[config.mk]
export PLATFORM = sky130hd
export DESIGN_NAME = xbus_port
export DESIGN_NICKNAME = d
export VERILOG_FILES = /design/src/rtl/xbus_pkg.sv /design/src/rtl/xbus_phase_gen.sv /design/src/rtl/xbus_decode.sv /design/src/rtl/xbus_datapath.sv /design/src/rtl/xbus_port.sv
export SDC_FILE = /design/constraint.sdc
export NUM_CORES = 1
export LEC_CHECK = 0
export BUFFER_PORTS_ARGS = -buffer_cell sky130_fd_sc_hd__buf_2
export CELL_PAD_IN_SITES_DETAIL_PLACEMENT = 0
export CELL_PAD_IN_SITES_GLOBAL_PLACEMENT = 1
export CORE_UTILIZATION = 38
export DETAILED_ROUTE_END_ITERATION = 10
export PLACE_DENSITY = 0.9
export SLEW_MARGIN = 25
export SYNTH_ARGS = -nofsm -noshare
export SYNTH_HDL_FRONTEND = slang
export SYNTH_HIERARCHICAL = 1
export SYNTH_SLANG_ARGS = --single-unit
[constraint.sdc]
create_clock -name clk -period 1.6 [get_ports clk]
set_input_delay 0.24 -clock clk [delete_from_list [all_inputs] [get_ports clk]]
set_output_delay 0.24 -clock clk [all_outputs]
set_load 0.01 [all_outputs]
[src/rtl/xbus_pkg.sv]
package xbus_pkg;
  localparam int PH_W = 2;
  typedef enum logic [PH_W-1:0] {
    PH_ADDR0 = 2'd0,
    PH_ADDR1 = 2'd1,
    PH_DATA0 = 2'd2,
    PH_DATA1 = 2'd3
  } bus_ph_e;
endpackage

[src/rtl/xbus_phase_gen.sv]
module xbus_phase_gen
  import xbus_pkg::*;
(
  input  logic    clk,
  input  logic    rst_n,
  input  logic    expanded,
  output bus_ph_e ph,
  output logic    e_clk,
  output logic    as_strobe,
  output logic    cyc_end
);
  bus_ph_e ph_q, ph_d;

  always_comb begin
    ph_d = bus_ph_e'(ph_q + 2'd1);
  end

  always_ff @(posedge clk or negedge rst_n) begin
    if (!rst_n) ph_q <= PH_ADDR0;
    else        ph_q <= ph_d;
  end

  assign ph        = ph_q;
  assign e_clk     = (ph_q == PH_DATA0) || (ph_q == PH_DATA1);
  assign as_strobe = expanded && (ph_q == PH_ADDR1);
  assign cyc_end   = (ph_q == PH_DATA1);

  // E stays high for exactly two clocks
  a_r1_e_two_high: assert property (@(posedge clk) disable iff (!rst_n)
    $rose(e_clk) |=> (e_clk && !as_strobe));
  // E stays low for exactly two clocks
  a_r1_e_two_low: assert property (@(posedge clk) disable iff (!rst_n)
    $fell(e_clk) |=> (!e_clk));
  // strobe is immediately followed by E rising
  a_r2_as_then_e: assert property (@(posedge clk) disable iff (!rst_n)
    as_strobe |=> $rose(e_clk));
endmodule

[src/rtl/xbus_decode.sv]
module xbus_decode #(
  parameter int          ADDR_W        = 16,
  parameter int          SPAN_LOG2     = 6,
  parameter logic [15:0] REG_BASE      = 16'h1000,
  parameter int          HIPORT_OFS    = 4
) (
  input  logic              expanded,
  input  logic              go,
  input  logic [ADDR_W-1:0] addr,
  output logic              reg_sel,
  output logic              ext_sel
);
  localparam int WIN_W = ADDR_W - SPAN_LOG2;
  localparam logic [WIN_W-1:0]     WIN_TAG = REG_BASE[ADDR_W-1:SPAN_LOG2];
  localparam logic [SPAN_LOG2-1:0] HP_OFS  = SPAN_LOG2'(HIPORT_OFS);

  logic in_win, hp_hit, keep_int;

  always_comb begin
    in_win   = (addr[ADDR_W-1:SPAN_LOG2] == WIN_TAG);
    hp_hit   = in_win && (addr[SPAN_LOG2-1:0] == HP_OFS);
    keep_int = in_win && !(expanded && hp_hit);
    reg_sel  = go && keep_int;
    ext_sel  = go && expanded && !keep_int;
  end
endmodule

[src/rtl/xbus_datapath.sv]
module xbus_datapath
  import xbus_pkg::*;
#(
  parameter int ADDR_W = 16,
  parameter int DATA_W = 8
) (
  input  logic              clk,
  input  logic              rst_n,
  input  logic              expanded,
  input  bus_ph_e           ph,
  input  logic              e_clk,
  input  logic              cyc_end,
  input  logic              cpu_go,
  input  logic [ADDR_W-1:0] cpu_addr,
  input  logic              cpu_wr,
  input  logic [DATA_W-1:0] cpu_wdata,
  input  logic              ext_sel,
  output logic              q_go,
  output logic [ADDR_W-1:0] q_addr,
  output logic              rw_n,
  output logic [ADDR_W-DATA_W-1:0] hi_port_o,
  output logic              hi_port_oe,
  output logic [DATA_W-1:0] mux_o,
  output logic              mux_oe,
  input  logic [DATA_W-1:0] mux_i,
  output logic [DATA_W-1:0] rd_data,
  output logic              rd_valid
);
  localparam int HI_W = ADDR_W - DATA_W;

  logic              q_wr, q_wr_d, q_go_d, last_rd, last_rd_d, rdv_d;
  logic [ADDR_W-1:0] q_addr_d;
  logic [DATA_W-1:0] q_wdata, q_wdata_d, rd_data_d;
  logic              ext_rd, ext_wr;

  always_comb begin
    ext_rd = ext_sel && !q_wr;
    ext_wr = ext_sel && q_wr;
    q_go_d    = cyc_end ? cpu_go    : q_go;
    q_addr_d  = cyc_end ? cpu_addr  : q_addr;
    q_wr_d    = cyc_end ? cpu_wr    : q_wr;
    q_wdata_d = cyc_end ? cpu_wdata : q_wdata;
    last_rd_d = cyc_end ? ext_rd    : last_rd;
    rd_data_d = (cyc_end && ext_rd) ? mux_i : rd_data;
    rdv_d     = cyc_end && ext_rd;
  end

  always_ff @(posedge clk or negedge rst_n) begin
    if (!rst_n) begin
      q_go     <= 1'b0;
      q_addr   <= '0;
      q_wr     <= 1'b0;
      q_wdata  <= '0;
      last_rd  <= 1'b0;
      rd_data  <= '0;
      rd_valid <= 1'b0;
    end else begin
      q_go     <= q_go_d;
      q_addr   <= q_addr_d;
      q_wr     <= q_wr_d;
      q_wdata  <= q_wdata_d;
      last_rd  <= last_rd_d;
      rd_data  <= rd_data_d;
      rd_valid <= rdv_d;
    end
  end

  always_comb begin
    hi_port_oe = expanded;
    hi_port_o  = q_addr[ADDR_W-1:DATA_W];
    rw_n       = !ext_wr;
    mux_o      = e_clk ? q_wdata : q_addr[DATA_W-1:0];
    unique case (ph)
      PH_ADDR0: mux_oe = expanded && q_go && !last_rd;
      PH_ADDR1: mux_oe = expanded && q_go;
      default:  mux_oe = ext_wr;
    endcase
  end

  // external write drives data with write direction during E high
  a_r5_write_drive: assert property (@(posedge clk) disable iff (!rst_n)
    (e_clk && ext_wr) |-> (mux_oe && !rw_n && mux_o == q_wdata));
  // external read releases the shared port while E is high
  a_r6_read_release: assert property (@(posedge clk) disable iff (!rst_n)
    (e_clk && ext_rd) |-> (!mux_oe && rw_n));
  // read-data valid is a single-clock pulse
  a_r6_valid_pulse: assert property (@(posedge clk) disable iff (!rst_n)
    rd_valid |=> !rd_valid);
  // turnaround gap after an external read
  a_r7_turnaround: assert property (@(posedge clk) disable iff (!rst_n)
    (cyc_end && ext_rd) |=> !mux_oe);
  // no pin driving in single-chip mode
  a_r9_single_quiet: assert property (@(posedge clk) disable iff (!rst_n)
    !expanded |-> (!mux_oe && !hi_port_oe));
  // latched address holds through the cycle
  a_r10_addr_hold: assert property (@(posedge clk) disable iff (!rst_n)
    (ph != PH_ADDR0) |-> $stable(q_addr));
endmodule

[src/rtl/xbus_port.sv]
module xbus_port
  import xbus_pkg::*;
#(
  parameter int          ADDR_W     = 16,
  parameter int          DATA_W     = 8,
  parameter int          SPAN_LOG2  = 6,
  parameter logic [15:0] REG_BASE   = 16'h1000,
  parameter int          HIPORT_OFS = 4
) (
  input  logic              clk,
  input  logic              rst_n,
  input  logic              expanded,
  input  logic              cpu_go,
  input  logic [ADDR_W-1:0] cpu_addr,
  input  logic              cpu_wr,
  input  logic [DATA_W-1:0] cpu_wdata,
  output logic              e_clk,
  output logic              as_strobe,
  output logic              rw_n,
  output logic [ADDR_W-DATA_W-1:0] hi_port_o,
  output logic              hi_port_oe,
  output logic [DATA_W-1:0] mux_o,
  output logic              mux_oe,
  input  logic [DATA_W-1:0] mux_i,
  output logic [DATA_W-1:0] rd_data,
  output logic              rd_valid,
  output logic              reg_sel,
  output logic              ext_sel
);
  logic [1:0]        rst_pipe;
  logic              rst_sync_n;
  bus_ph_e           ph;
  logic              cyc_end, q_go;
  logic [ADDR_W-1:0] q_addr;

  always_ff @(posedge clk or negedge rst_n) begin
    if (!rst_n) rst_pipe <= 2'b00;
    else        rst_pipe <= {rst_pipe[0], 1'b1};
  end
  assign rst_sync_n = rst_pipe[1];

  xbus_phase_gen u_phase (
    .clk(clk), .rst_n(rst_sync_n), .expanded(expanded), .ph(ph),
    .e_clk(e_clk), .as_strobe(as_strobe), .cyc_end(cyc_end)
  );

  xbus_decode #(
    .ADDR_W(ADDR_W), .SPAN_LOG2(SPAN_LOG2), .REG_BASE(REG_BASE),
    .HIPORT_OFS(HIPORT_OFS)
  ) u_dec (
    .expanded(expanded), .go(q_go), .addr(q_addr),
    .reg_sel(reg_sel), .ext_sel(ext_sel)
  );

  xbus_datapath #(.ADDR_W(ADDR_W), .DATA_W(DATA_W)) u_dp (
    .clk(clk), .rst_n(rst_sync_n), .expanded(expanded), .ph(ph),
    .e_clk(e_clk), .cyc_end(cyc_end), .cpu_go(cpu_go), .cpu_addr(cpu_addr),
    .cpu_wr(cpu_wr), .cpu_wdata(cpu_wdata), .ext_sel(ext_sel),
    .q_go(q_go), .q_addr(q_addr), .rw_n(rw_n), .hi_port_o(hi_port_o),
    .hi_port_oe(hi_port_oe), .mux_o(mux_o), .mux_oe(mux_oe), .mux_i(mux_i),
    .rd_data(rd_data), .rd_valid(rd_valid)
  );

  // register and external selects never both active
  a_r8_sel_exclusive: assert property (@(posedge clk) disable iff (!rst_sync_n)
    !(reg_sel && ext_sel));
endmodule

==> metrics.json, run 1 <==
{
  "sta": {
    "worst_hold_slack_ns": 0.132,
    "finalWorstPathRequiredPeriod_ns": 1.97,
    "total_setup_violations_reported_at_the_end_of_the_flow": 23,
    "clock-skew-final_ns": 0.00987,
    "post-route-worst-setup-slack_ns": -0.370,
    "rsz0062_at_grt": "true",
    "layout_worst_path_cycle_share": 1.23,
    "final_hold_viol_count": 0,
    "report.final.slew_viol_count": 0,
    "timing.fmax_mhz": 508
  },
  "cts": {
    "tritoncts_num_sinks": 40,
    "cts_tree": "yes",
    "cts_htree_levels": 2,
    "cts_buffers": 5,
    "cts_root_buf": "sky130_fd_sc_hd__clkbuf_8",
    "clk_transition_reported_paths_ns": 0.08,
    "number_of_buffers_between_clock_root_and_the_deepest_sink": 2,
    "clk-insertion-delay-late_ns": 0.29
  },
  "detailed_routing": {
    "wl_met2_mm": 1.84,
    "dr.max_layer_used": "met4",
    "avgViaCountPerCell": 4.74,
    "met3_wl_um": 205,
    "drt-wirelength-per-cell_um": 14.7,
    "drt_pass1_iterations": 6,
    "detailedRoute.firstIterationViolations": 30,
    "totalWireLength_mm": 3.80,
    "postRouteAntennaNets": 0,
    "detail_route.wirelength.met1_mm": 1.72,
    "number_of_drc_violations_after_detailed_routing": 6,
    "route.vias.total": 1224
  },
  "die": {
    "num_rows": 24,
    "die-area_um2": 5000,
    "fp.dieH_um": 70.7,
    "io-pin-count": 69,
    "initial_standard_cell_utilization_of_the_core": 0.403,
    "die_w_um": 70.7,
    "core_area_um2": 4440
  },
  "final_layout": {
    "area_of_all_placed_cells_without_fillers_um2": 2470,
    "area_growth_syn_to_layout_pct": 38.0,
    "post_route_cells_drive_above_1_share": 0.733,
    "final-instance-count-excl-fill": 258,
    "antenna_diode_count": 0,
    "layout.filler_cells": 414,
    "fin_nets": 245,
    "multi_input_area_um2": 762,
    "register_area_um2": 1000
  },
  "power": {
    "power.switching_mw": 0.488,
    "leakagePower_nw": 1.25,
    "seqPwrFrac": 0.538,
    "finalPower_mw": 2.10,
    "clock_power_share": 0.323,
    "p_int_mw": 1.61,
    "pwr_density_cell_nw_per_um2": 848,
    "logic_pwr_share": 0.139,
    "ir_worst_vdd_v": 0.000503,
    "netSwitchingFraction": 0.233
  },
  "synthesis": {
    "synth-seq-area-share": 0.558,
    "synth-seq-cells": 40,
    "yosys.cell_types.count": 23,
    "avgSynthCellArea_um2": 14.6,
    "synthTopCellsByArea": "sky130_fd_sc_hd__dfrtp_1 56%, sky130_fd_sc_hd__mux2_2 21%, sky130_fd_sc_hd__mux2_4 6.7%",
    "synthesized_area_um2": 1790,
    "postSynthNetCount": 163,
    "postSynthCellCount": 123,
    "synth_top_cell_by_area": "sky130_fd_sc_hd__dfrtp_1",
    "synth_common_cells": "40 x sky130_fd_sc_hd__dfrtp_1, 34 x sky130_fd_sc_hd__mux2_2, 11 x sky130_fd_sc_hd__buf_4, 8 x sky130_fd_sc_hd__mux2_4, 5 x sky130_fd_sc_hd__inv_1",
    "cell_with_the_most_instances_after_synthesis": "sky130_fd_sc_hd__dfrtp_1",
    "synth_ff_type": "sky130_fd_sc_hd__dfrtp_1",
    "async_sr_flop_fraction": 1.00,
    "synth_top_area_share": 0.558,
    "yosys_warnings": 6,
    "synth-edff-count": 0
  },
  "setup_path": {
    "critical-path-slowest-cell": "sky130_fd_sc_hd__dfrtp_1",
    "critical_path_class": "reg2out",
    "critical_path.endpoint_type": "output pin",
    "timing.critical_path.required_ns": 1.36,
    "regToRegStartpoint": "u_dp/q_addr[8]",
    "start_kind": "register",
    "critical_path_arrival_ns": 1.73,
    "worstPathCellList": "nor4b_2 -> nand3_1 -> a21oi_4 -> nand3_2 -> o31ai_2 -> buf_2",
    "ff2ff_path_depth": 7,
    "worst-r2r-setup-slack_ns": -0.35,
    "worstReg2RegEnd": "u_dp/rd_data[6]",
    "cp_slowest_stage_delay_ns": 0.40,
    "worstPathMaxFanout": 3
  },
  "place": {
    "place.detailed.hpwl_mm": 2.70,
    "io_buffers": 68,
    "post-place-cells": 244,
    "pre_cts_ws_ns": -0.236,
    "area_after_dpl_um2": 2200,
    "place.gp.congestion": 0.737
  },
  "global_route": {
    "grt_pass1_wl_mm": 6.17,
    "grt_max_degree": 30,
    "number_of_antenna_violations_at_the_first_check_in_global_routing": 0,
    "grt.overflow.total": 0,
    "vias_in_the_first_global_route": 1272,
    "grt.total_usage": 0.164
  },
  "outcome": {
    "status": "finished, violations left",
    "failed_checks": "DRC, setup timing"
  },
  "hold_path": {
    "min_path_type": "reg2async"
  },
  "flow_run": {
    "maxCapViolations": 0
  }
}
[per-layer routing]
metal | vias to the layer above | global-route usage
li1 | 584 | -
met1 | 594 | 0.214
met2 | 41 | 0.274
met3 | 5 | 0.0456
met4 | 0 | 0.0400
met5 | - | 0
[cells by family (layout without fill, tap and decap cells)]
| group | count (synthesis) | after routing | share of synthesized area |
|---|---|---|---|
| mux | 42 | 42 | 0.281 |
| flops | 40 | 40 | 0.558 |
| buf+inv | 19 | 100 | 0.0719 |
| simple gates | 15 | 17 | 0.0565 |
| fa+ha+maj | 3 | 3 | 0.0209 |
| compound gates | 3 | 3 | 0.00977 |
| other cells | 1 | 1 | 0.00209 |
[placed cells by master, fill, tap and decap left out, drive strengths merged, types with 2 or more instances in the layout]
master,count
mux2,42
clkbuf,8
nand3b,2
buf,86
nand2,3
dfrtp,40
ha,3
or2,2
inv,5
nor4,2
nand3,2
[registers in the layout, summed over array words and instances (netlist names)]
| name | count |
|---|---|
| u_phase/ph | 2 |
| u_dp/q_wdata | 8 |
| u_dp/q_go | 1 |
| u_dp/rd_data | 8 |
| u_dp/last_rd | 1 |
| u_dp/q_addr | 16 |
| u_dp/rd_valid | 1 |
| rst_pipe | 2 |
| u_dp/q_wr | 1 |
[worst max-delay path by stage]
| stage | from | end | slack, ns |
|---|---|---|---|
| after global routing | u_dp/q_addr[3] | mux_oe | -0.47 |
| after floorplan | u_dp/q_addr[15] | u_dp/rd_data[0] | -0.15 |
| after global placement | u_dp/q_addr[15] | u_dp/rd_data[1] | -0.21 |
| after detailed placement | u_dp/q_addr[3] | u_dp/rd_data[5] | -0.24 |
| final | u_dp/q_addr[3] | mux_oe | -0.37 |
| after CTS | u_dp/q_addr[6] | mux_oe | -0.37 |
[power by group through the flow]
| stage | sequential [mW] | clock [mW] | combinational, mW |
|---|---|---|---|
| after floorplan | 1.17 | 0 | 0.117 |
| final | 1.13 | 0.678 | 0.291 |
| after global placement | 1.14 | 0 | 0.268 |
| after global routing | 1.14 | 0.742 | 0.314 |
| after CTS | 1.13 | 0.700 | 0.289 |
| after detailed placement | 1.14 | 0 | 0.273 |
[worst max-delay path, delay by kind of cell (launching register included)]
| kind | cells | cell delay [ns] |
|---|---|---|
| buf+inv | 1 | 0.18 |
| simple gates | 3 | 0.57 |
| flops | 1 | 0.40 |
| compound gates | 2 | 0.29 |
[area by class of cell]
cell class	count	area share
clock buffers	8	0.0364
inverters	5	0.00759
multi-input cells	66	0.308
flip-flops and latches	40	0.405
well taps	52	0.0263
repair buffers	87	0.217
[repair_timing]
action / in CTS / in global routing
hold endpoints to repair: 2 / 0
gates cloned: 2 / 0
gates resized for setup: 20 / 8
pin swaps: 7 / 6
hold buffers: 1 / 0
setup buffers: 3 / 2
endpoints found under the setup margin: 23 / 24
[per-stage QoR]
stage	TNS [ns]	utilization
floorplan	-1.21	-
global placement	-3.19	0.496
detailed placement	-3.95	0.496
CTS	-5.76	0.549
global route	-8.27	0.557
finish	-6.64	0.557
Power figures use the tool's default switching activity.
==> run 2: changes to the inputs <==
PLACE_DENSITY = 0.89   (was 0.9)
==> metrics.json, run 2 (synthesized netlist as in run 1, its figures left out) <==
{
  "setup_path": {
    "critical_path_class": "reg2out",
    "worst-r2r-setup-slack_ns": -0.26,
    "critical-path-slowest-cell": "sky130_fd_sc_hd__dfrtp_1",
    "start_kind": "register",
    "regToRegStartpoint": "u_dp/q_addr[6]",
    "cp_slowest_stage_delay_ns": 0.39,
    "worstPathCellList": "nor4_2 -> and4b_2 -> a21oi_2 -> buf_4 -> nand2_2 -> buf_2",
    "ff2ff_path_depth": 7,
    "worstReg2RegEnd": "u_dp/rd_data[2]",
    "critical_path.endpoint_type": "output pin",
    "worstPathMaxFanout": 3,
    "timing.critical_path.required_ns": 1.36,
    "critical_path_arrival_ns": 1.66
  },
  "cts": {
    "cts_root_buf": "sky130_fd_sc_hd__clkbuf_8",
    "number_of_buffers_between_clock_root_and_the_deepest_sink": 2,
    "cts_tree": "yes",
    "cts_buffers": 5,
    "cts_htree_levels": 2,
    "tritoncts_num_sinks": 40,
    "clk-insertion-delay-late_ns": 0.29,
    "clk_transition_reported_paths_ns": 0.07
  },
  "power": {
    "pwr_density_cell_nw_per_um2": 885,
    "p_int_mw": 1.73,
    "clock_power_share": 0.357,
    "power.switching_mw": 0.489,
    "logic_pwr_share": 0.130,
    "ir_worst_vdd_v": 0.000577,
    "seqPwrFrac": 0.513,
    "leakagePower_nw": 1.30,
    "netSwitchingFraction": 0.221
  },
  "sta": {
    "rsz0062_at_grt": "true",
    "clock-skew-final_ns": 0.00663,
    "finalWorstPathRequiredPeriod_ns": 1.90,
    "final_hold_viol_count": 0,
    "max-slew-margin-rel": 0.612,
    "total_setup_violations_reported_at_the_end_of_the_flow": 24,
    "timing.fmax_mhz": 527,
    "layout_worst_path_cycle_share": 1.19,
    "max_slew.worst_pin.slew_ns": 0.581,
    "post-route-worst-setup-slack_ns": -0.298,
    "report.final.slew_viol_count": 0
  },
  "detailed_routing": {
    "detailedRoute.firstIterationViolations": 35,
    "number_of_drc_violations_after_detailed_routing": 4,
    "avgViaCountPerCell": 4.74,
    "postRouteAntennaNets": 0,
    "route.vias.total": 1252,
    "totalWireLength_mm": 3.77,
    "drt_pass1_iterations": 7,
    "drt-wirelength-per-cell_um": 14.3
  },
  "global_route": {
    "grt.total_usage": 0.156,
    "number_of_antenna_violations_at_the_first_check_in_global_routing": 0,
    "grt_pass1_wl_mm": 5.89,
    "vias_in_the_first_global_route": 1258,
    "grt.overflow.total": 0,
    "grt_max_degree": 29
  },
  "final_layout": {
    "fin_nets": 251,
    "final_common_cell": "sky130_fd_sc_hd__buf_2",
    "largest_register_ffs": 16,
    "register_area_um2": 1000,
    "layout.filler_cells": 378,
    "largest_register": "u_dp/q_addr",
    "multi_input_area_um2": 729,
    "area_of_all_placed_cells_without_fillers_um2": 2500,
    "post_route_cells_drive_above_1_share": 0.736,
    "most-common-layout-cells": "61 x sky130_fd_sc_hd__buf_2, 39 x sky130_fd_sc_hd__dfrtp_1, 33 x sky130_fd_sc_hd__mux2_2",
    "top_regs": "u_dp/q_addr x16, u_dp/q_wdata x8, u_dp/rd_data x8",
    "antenna_diode_count": 0,
    "area_growth_syn_to_layout_pct": 39.7,
    "final-instance-count-excl-fill": 264
  },
  "hold_path": {
    "min_to": "u_dp/rd_data[4]",
    "min_from": "mux_i[4]",
    "timing.hold.worst_path_depth": 2,
    "min_path_type": "in2reg"
  },
  "outcome": {
    "status": "finished, violations left",
    "failed_checks": "DRC, setup timing"
  },
  "place": {
    "area_after_dpl_um2": 2200,
    "place.detailed.hpwl_mm": 2.52,
    "pre_cts_ws_ns": -0.172,
    "post-place-cells": 243,
    "io_buffers": 68,
    "place.gp.congestion": 0.775
  },
  "die": {
    "die-area_um2": 5000,
    "die_w_um": 70.7,
    "fp.dieH_um": 70.7,
    "initial_standard_cell_utilization_of_the_core": 0.403,
    "num_rows": 24,
    "core_area_um2": 4440,
    "io-pin-count": 69
  },
  "flow_run": {
    "maxCapViolations": 0
  }
}
-- run 2: power by group through the flow --
stage | logic (mW) | registers [mW] | clock network (mW)
2_1_floorplan | 0.117 | 1.17 | 0
3_3_place_gp | 0.261 | 1.15 | 0
3_5_place_dp | 0.266 | 1.15 | 0
4_1_cts | 0.282 | 1.14 | 0.823
5_1_grt | 0.309 | 1.15 | 0.867
6_report | 0.289 | 1.14 | 0.791
-- run 2: critical path: cells and delay by family (launching register included) --
family                 cells  cell delay, ns
AND/OR/NAND/NOR            3            0.64
flip-flops                 1            0.39
buffers and inverters      2            0.27
AO/OA/AOI/OAI              1            0.08
-- run 2: layout make-up --
| type | count | area share |
|---|---|---|
| flip-flops and latches | 40 | 0.400 |
| multi-input cells | 66 | 0.291 |
| clock inverters | 2 | 0.0140 |
| inverters | 5 | 0.00749 |
| clock buffers | 6 | 0.0290 |
| repair buffers | 93 | 0.232 |
| well taps | 52 | 0.0260 |
-- run 2: worst max-delay path by stage --
stage,start,end,slack [ns],depth (start not counted)
after detailed placement,u_dp/q_addr[3],u_dp/rd_data[5],-0.17,5
final,u_dp/q_addr[6],rw_n,-0.30,6
after floorplan,u_dp/q_addr[15],u_dp/rd_data[0],-0.15,7
after global placement,u_dp/q_addr[3],u_dp/rd_data[1],-0.16,5
after global routing,u_dp/q_addr[3],mux_oe,-0.41,6
after CTS,u_dp/q_addr[6],rw_n,-0.30,6
-- run 2: stage by stage --
step | utilization | hold WS (ns) | TNS [ns] | total power [mW]
5_1_grt | 0.564 | 0.167 | -7.02 | 2.32
6_report | 0.564 | 0.178 | -5.47 | 2.22
3_5_place_dp | 0.495 | 0.0302 | -2.43 | 1.42
4_1_cts | 0.545 | 0.167 | -4.89 | 2.24
2_1_floorplan | - | -0.0556 | -1.21 | 1.29
3_3_place_gp | 0.495 | 0.0274 | -2.40 | 1.41
-- run 2: repair_timing --
item	CTS	global route
endpoints found under the setup margin	21	24
endpoints found under the hold margin	2	0
pin swaps	6	2
hold buffers	1	0
gates cloned	1	1
buffers inserted	4	6
gates resized for setup	16	7
-- run 2: routing by layer --
layer | part of all wire | up-vias | GRT usage
met4 | 0.011 | 0 | 0.0600
met5 | 0 | - | 0
li1 | - | 591 | -
met2 | 0.51 | 32 | 0.272
met1 | 0.43 | 623 | 0.187
met3 | 0.043 | 6 | 0.0356
==> run 3: changes to the inputs <==
ABC_AREA = 1   (was not set)
CORE_UTILIZATION = 37   (was 38)
PLACE_DENSITY = 0.93   (was 0.89)
clock period = 2.3 ns   (was 1.6 ns; I/O delays follow)
==> metrics.json, run 3 <==
{
  "outcome": {
    "status": "finished, final reports clean"
  },
  "final_layout": {
    "antenna_diode_count": 0,
    "layout.filler_cells": 488,
    "register_area_um2": 1000,
    "top_regs": "u_dp/q_addr x16, u_dp/q_wdata x8, u_dp/rd_data x8",
    "most-common-layout-cells": "68 x sky130_fd_sc_hd__buf_2, 68 x sky130_fd_sc_hd__nand2_1, 40 x sky130_fd_sc_hd__dfrtp_1",
    "largest_register": "u_dp/q_addr",
    "area_of_all_placed_cells_without_fillers_um2": 2290,
    "largest_register_ffs": 16,
    "post_route_cells_drive_above_1_share": 0.304,
    "fin_nets": 322,
    "area_growth_syn_to_layout_pct": 25.2,
    "multi_input_area_um2": 583
  },
  "die": {
    "io-pin-count": 69,
    "die-area_um2": 5230,
    "die_w_um": 72.3,
    "core_area_um2": 4750,
    "num_rows": 25,
    "fp.dieH_um": 72.3,
    "initial_standard_cell_utilization_of_the_core": 0.385
  },
  "power": {
    "clock_power_share": 0.376,
    "leakagePower_nw": 1.23,
    "power.switching_mw": 0.354,
    "p_int_mw": 1.14,
    "seqPwrFrac": 0.519,
    "netSwitchingFraction": 0.237,
    "pwr_density_cell_nw_per_um2": 652,
    "logic_pwr_share": 0.106,
    "ir_worst_vdd_v": 0.000362,
    "finalPower_mw": 1.49
  },
  "detailed_routing": {
    "number_of_drc_violations_after_detailed_routing": 0,
    "postRouteAntennaNets": 0,
    "detailedRoute.firstIterationViolations": 92,
    "drt-wirelength-per-cell_um": 10.6,
    "avgViaCountPerCell": 4.24,
    "route.vias.total": 1484,
    "totalWireLength_mm": 3.71,
    "drt_pass1_iterations": 4
  },
  "sta": {
    "layout_worst_path_cycle_share": 0.907,
    "finalWorstPathRequiredPeriod_ns": 2.09,
    "report.final.slew_viol_count": 0,
    "setup-tns-final_ns": 0,
    "timing.fmax_mhz": 480,
    "rsz0062_at_grt": "false",
    "clock-skew-final_ns": 0.00784,
    "total_setup_violations_reported_at_the_end_of_the_flow": 0,
    "worst_hold_slack_ns": 0.252,
    "final_hold_viol_count": 0,
    "post-route-worst-setup-slack_ns": 0.215
  },
  "place": {
    "io_buffers": 68,
    "place.gp.congestion": 0.777,
    "area_after_dpl_um2": 2160,
    "pre_cts_ws_ns": 0.416,
    "place.detailed.hpwl_mm": 2.66
  },
  "synthesis": {
    "synthesized_area_um2": 1830,
    "cell_with_the_most_instances_after_synthesis": "sky130_fd_sc_hd__nand2_1",
    "yosys_warnings": 6,
    "async_sr_flop_fraction": 1.00,
    "synth-seq-area-share": 0.547,
    "synth-edff-count": 0,
    "postSynthNetCount": 260,
    "postSynthCellCount": 220,
    "synth_top_cell_by_area": "sky130_fd_sc_hd__dfrtp_1",
    "yosys.cell_types.count": 18,
    "synth_top_area_share": 0.547,
    "synth_ff_type": "sky130_fd_sc_hd__dfrtp_1",
    "synth-seq-cells": 40,
    "synthTopCellsByArea": "sky130_fd_sc_hd__dfrtp_1 55%, sky130_fd_sc_hd__nand2_1 14%, sky130_fd_sc_hd__o21ai_0 9.6%",
    "synth_common_cells": "69 x sky130_fd_sc_hd__nand2_1, 40 x sky130_fd_sc_hd__dfrtp_1, 39 x sky130_fd_sc_hd__inv_1, 35 x sky130_fd_sc_hd__o21ai_0, 9 x sky130_fd_sc_hd__buf_4",
    "avgSynthCellArea_um2": 8.32
  },
  "cts": {
    "clk_transition_reported_paths_ns": 0.07,
    "cts_tree": "yes",
    "post-cts-setup-buffer-count": 0,
    "clk-insertion-delay-late_ns": 0.29,
    "tritoncts_num_sinks": 40,
    "number_of_buffers_between_clock_root_and_the_deepest_sink": 2,
    "cts_buffers": 5,
    "cts_htree_levels": 2,
    "cts_root_buf": "sky130_fd_sc_hd__clkbuf_8"
  },
  "setup_path": {
    "cpMostUsedCell": "sky130_fd_sc_hd__nand2_1",
    "cp_slowest_stage_delay_ns": 0.38,
    "critical_path_class": "reg2out",
    "timing.critical_path.required_ns": 1.96,
    "critical_path_buf_inv_count": 1,
    "critical_path_arrival_ns": 1.74,
    "start_kind": "register",
    "critical_path.endpoint_type": "output pin",
    "path_delay_family": "simple AND/OR/NAND/NOR gates",
    "worst-r2r-setup-slack_ns": 0.63,
    "worstPathCellList": "nor3b_1 -> nand2_1 -> a21oi_2 -> nand3_1 -> nand2_1 -> buf_2",
    "critical-path-slowest-cell": "sky130_fd_sc_hd__dfrtp_1",
    "worstPathMaxFanout": 5
  },
  "flow_run": {
    "maxCapViolations": 0
  },
  "global_route": {
    "grt_pass1_wl_mm": 6.42,
    "grt.total_usage": 0.160,
    "grt_max_degree": 56,
    "number_of_antenna_violations_at_the_first_check_in_global_routing": 0,
    "vias_in_the_first_global_route": 1391,
    "grt.overflow.total": 0
  },
  "hold_path": {
    "min_path_type": "in2reg"
  }
}
## run 3: layout make-up
| cell class | instances | area share |
|---|---|---|
| Sequential cell | 40 | 0.437 |
| Multi-Input combinational cell | 125 | 0.255 |
| Timing Repair Buffer | 71 | 0.159 |
| Inverter | 39 | 0.0639 |
| Tap cell | 67 | 0.0366 |
| Clock buffer | 5 | 0.0300 |
| Clock inverter | 3 | 0.0186 |
## run 3: what timing repair did
item | in CTS | in global routing
resized for setup | 0 | 2
hold endpoints to repair | 2 | 0
hold buffers | 1 | 0
endpoints found under the setup margin | 0 | 4
## run 3: cell families (layout without fill, tap and decap cells)
group,Yosys count,count (layout),share of synthesized area
flip-flops,40,40,0.547
AO/OA/AOI/OAI,36,36,0.0984
other,1,1,0.00205
buffers and inverters,55,118,0.139
AND/OR/NAND/NOR,85,85,0.193
adder cells (fa/ha/maj),3,3,0.0205
## run 3: stage by stage
stage,util,instances
after floorplan,-,220
after global placement,0.455,341
after detailed placement,0.455,341
after CTS,0.481,350
after global routing,0.482,350
final,0.482,350
## run 3: power groups by stage
stage	clock, mW	combinational, mW	sequential [mW]
2_1_floorplan	0	0.0613	0.809
3_3_place_gp	0	0.156	0.788
3_5_place_dp	0	0.159	0.789
4_1_cts	0.579	0.161	0.776
5_1_grt	0.612	0.181	0.783
6_report	0.561	0.158	0.775
## run 3: tightest hold or removal path: stages
cell	delay, ns
sky130_fd_sc_hd__buf_2	0.07
sky130_fd_sc_hd__nand2_1	0.04
sky130_fd_sc_hd__nand2_1	0.05
## run 3: path summary, 6_finish.rpt
check,cells past startpoint,startpoint,end
setup / recovery,6,u_dp/q_addr[5],mux_oe
hold / removal,3,mux_i[0],u_dp/rd_data[0]
setup reg to reg,6,u_dp/q_addr[5],u_dp/rd_data[2]
hold reg to reg,1,rst_pipe[1],u_dp/rd_data[2]
max in group asynchronous,1,rst_pipe[1],u_dp/q_addr[13]
min in group asynchronous,1,rst_pipe[1],u_dp/rd_data[2]
## run 3: per-layer routing
metal	wire [um]	GRT usage	share of wire	vias up
li1	-	-	-	776
met1	1810	0.237	0.49	668
met4	51	0.0523	0.014	0
met3	163	0.0403	0.044	4
met5	0	0	0	-
met2	1690	0.229	0.45	36
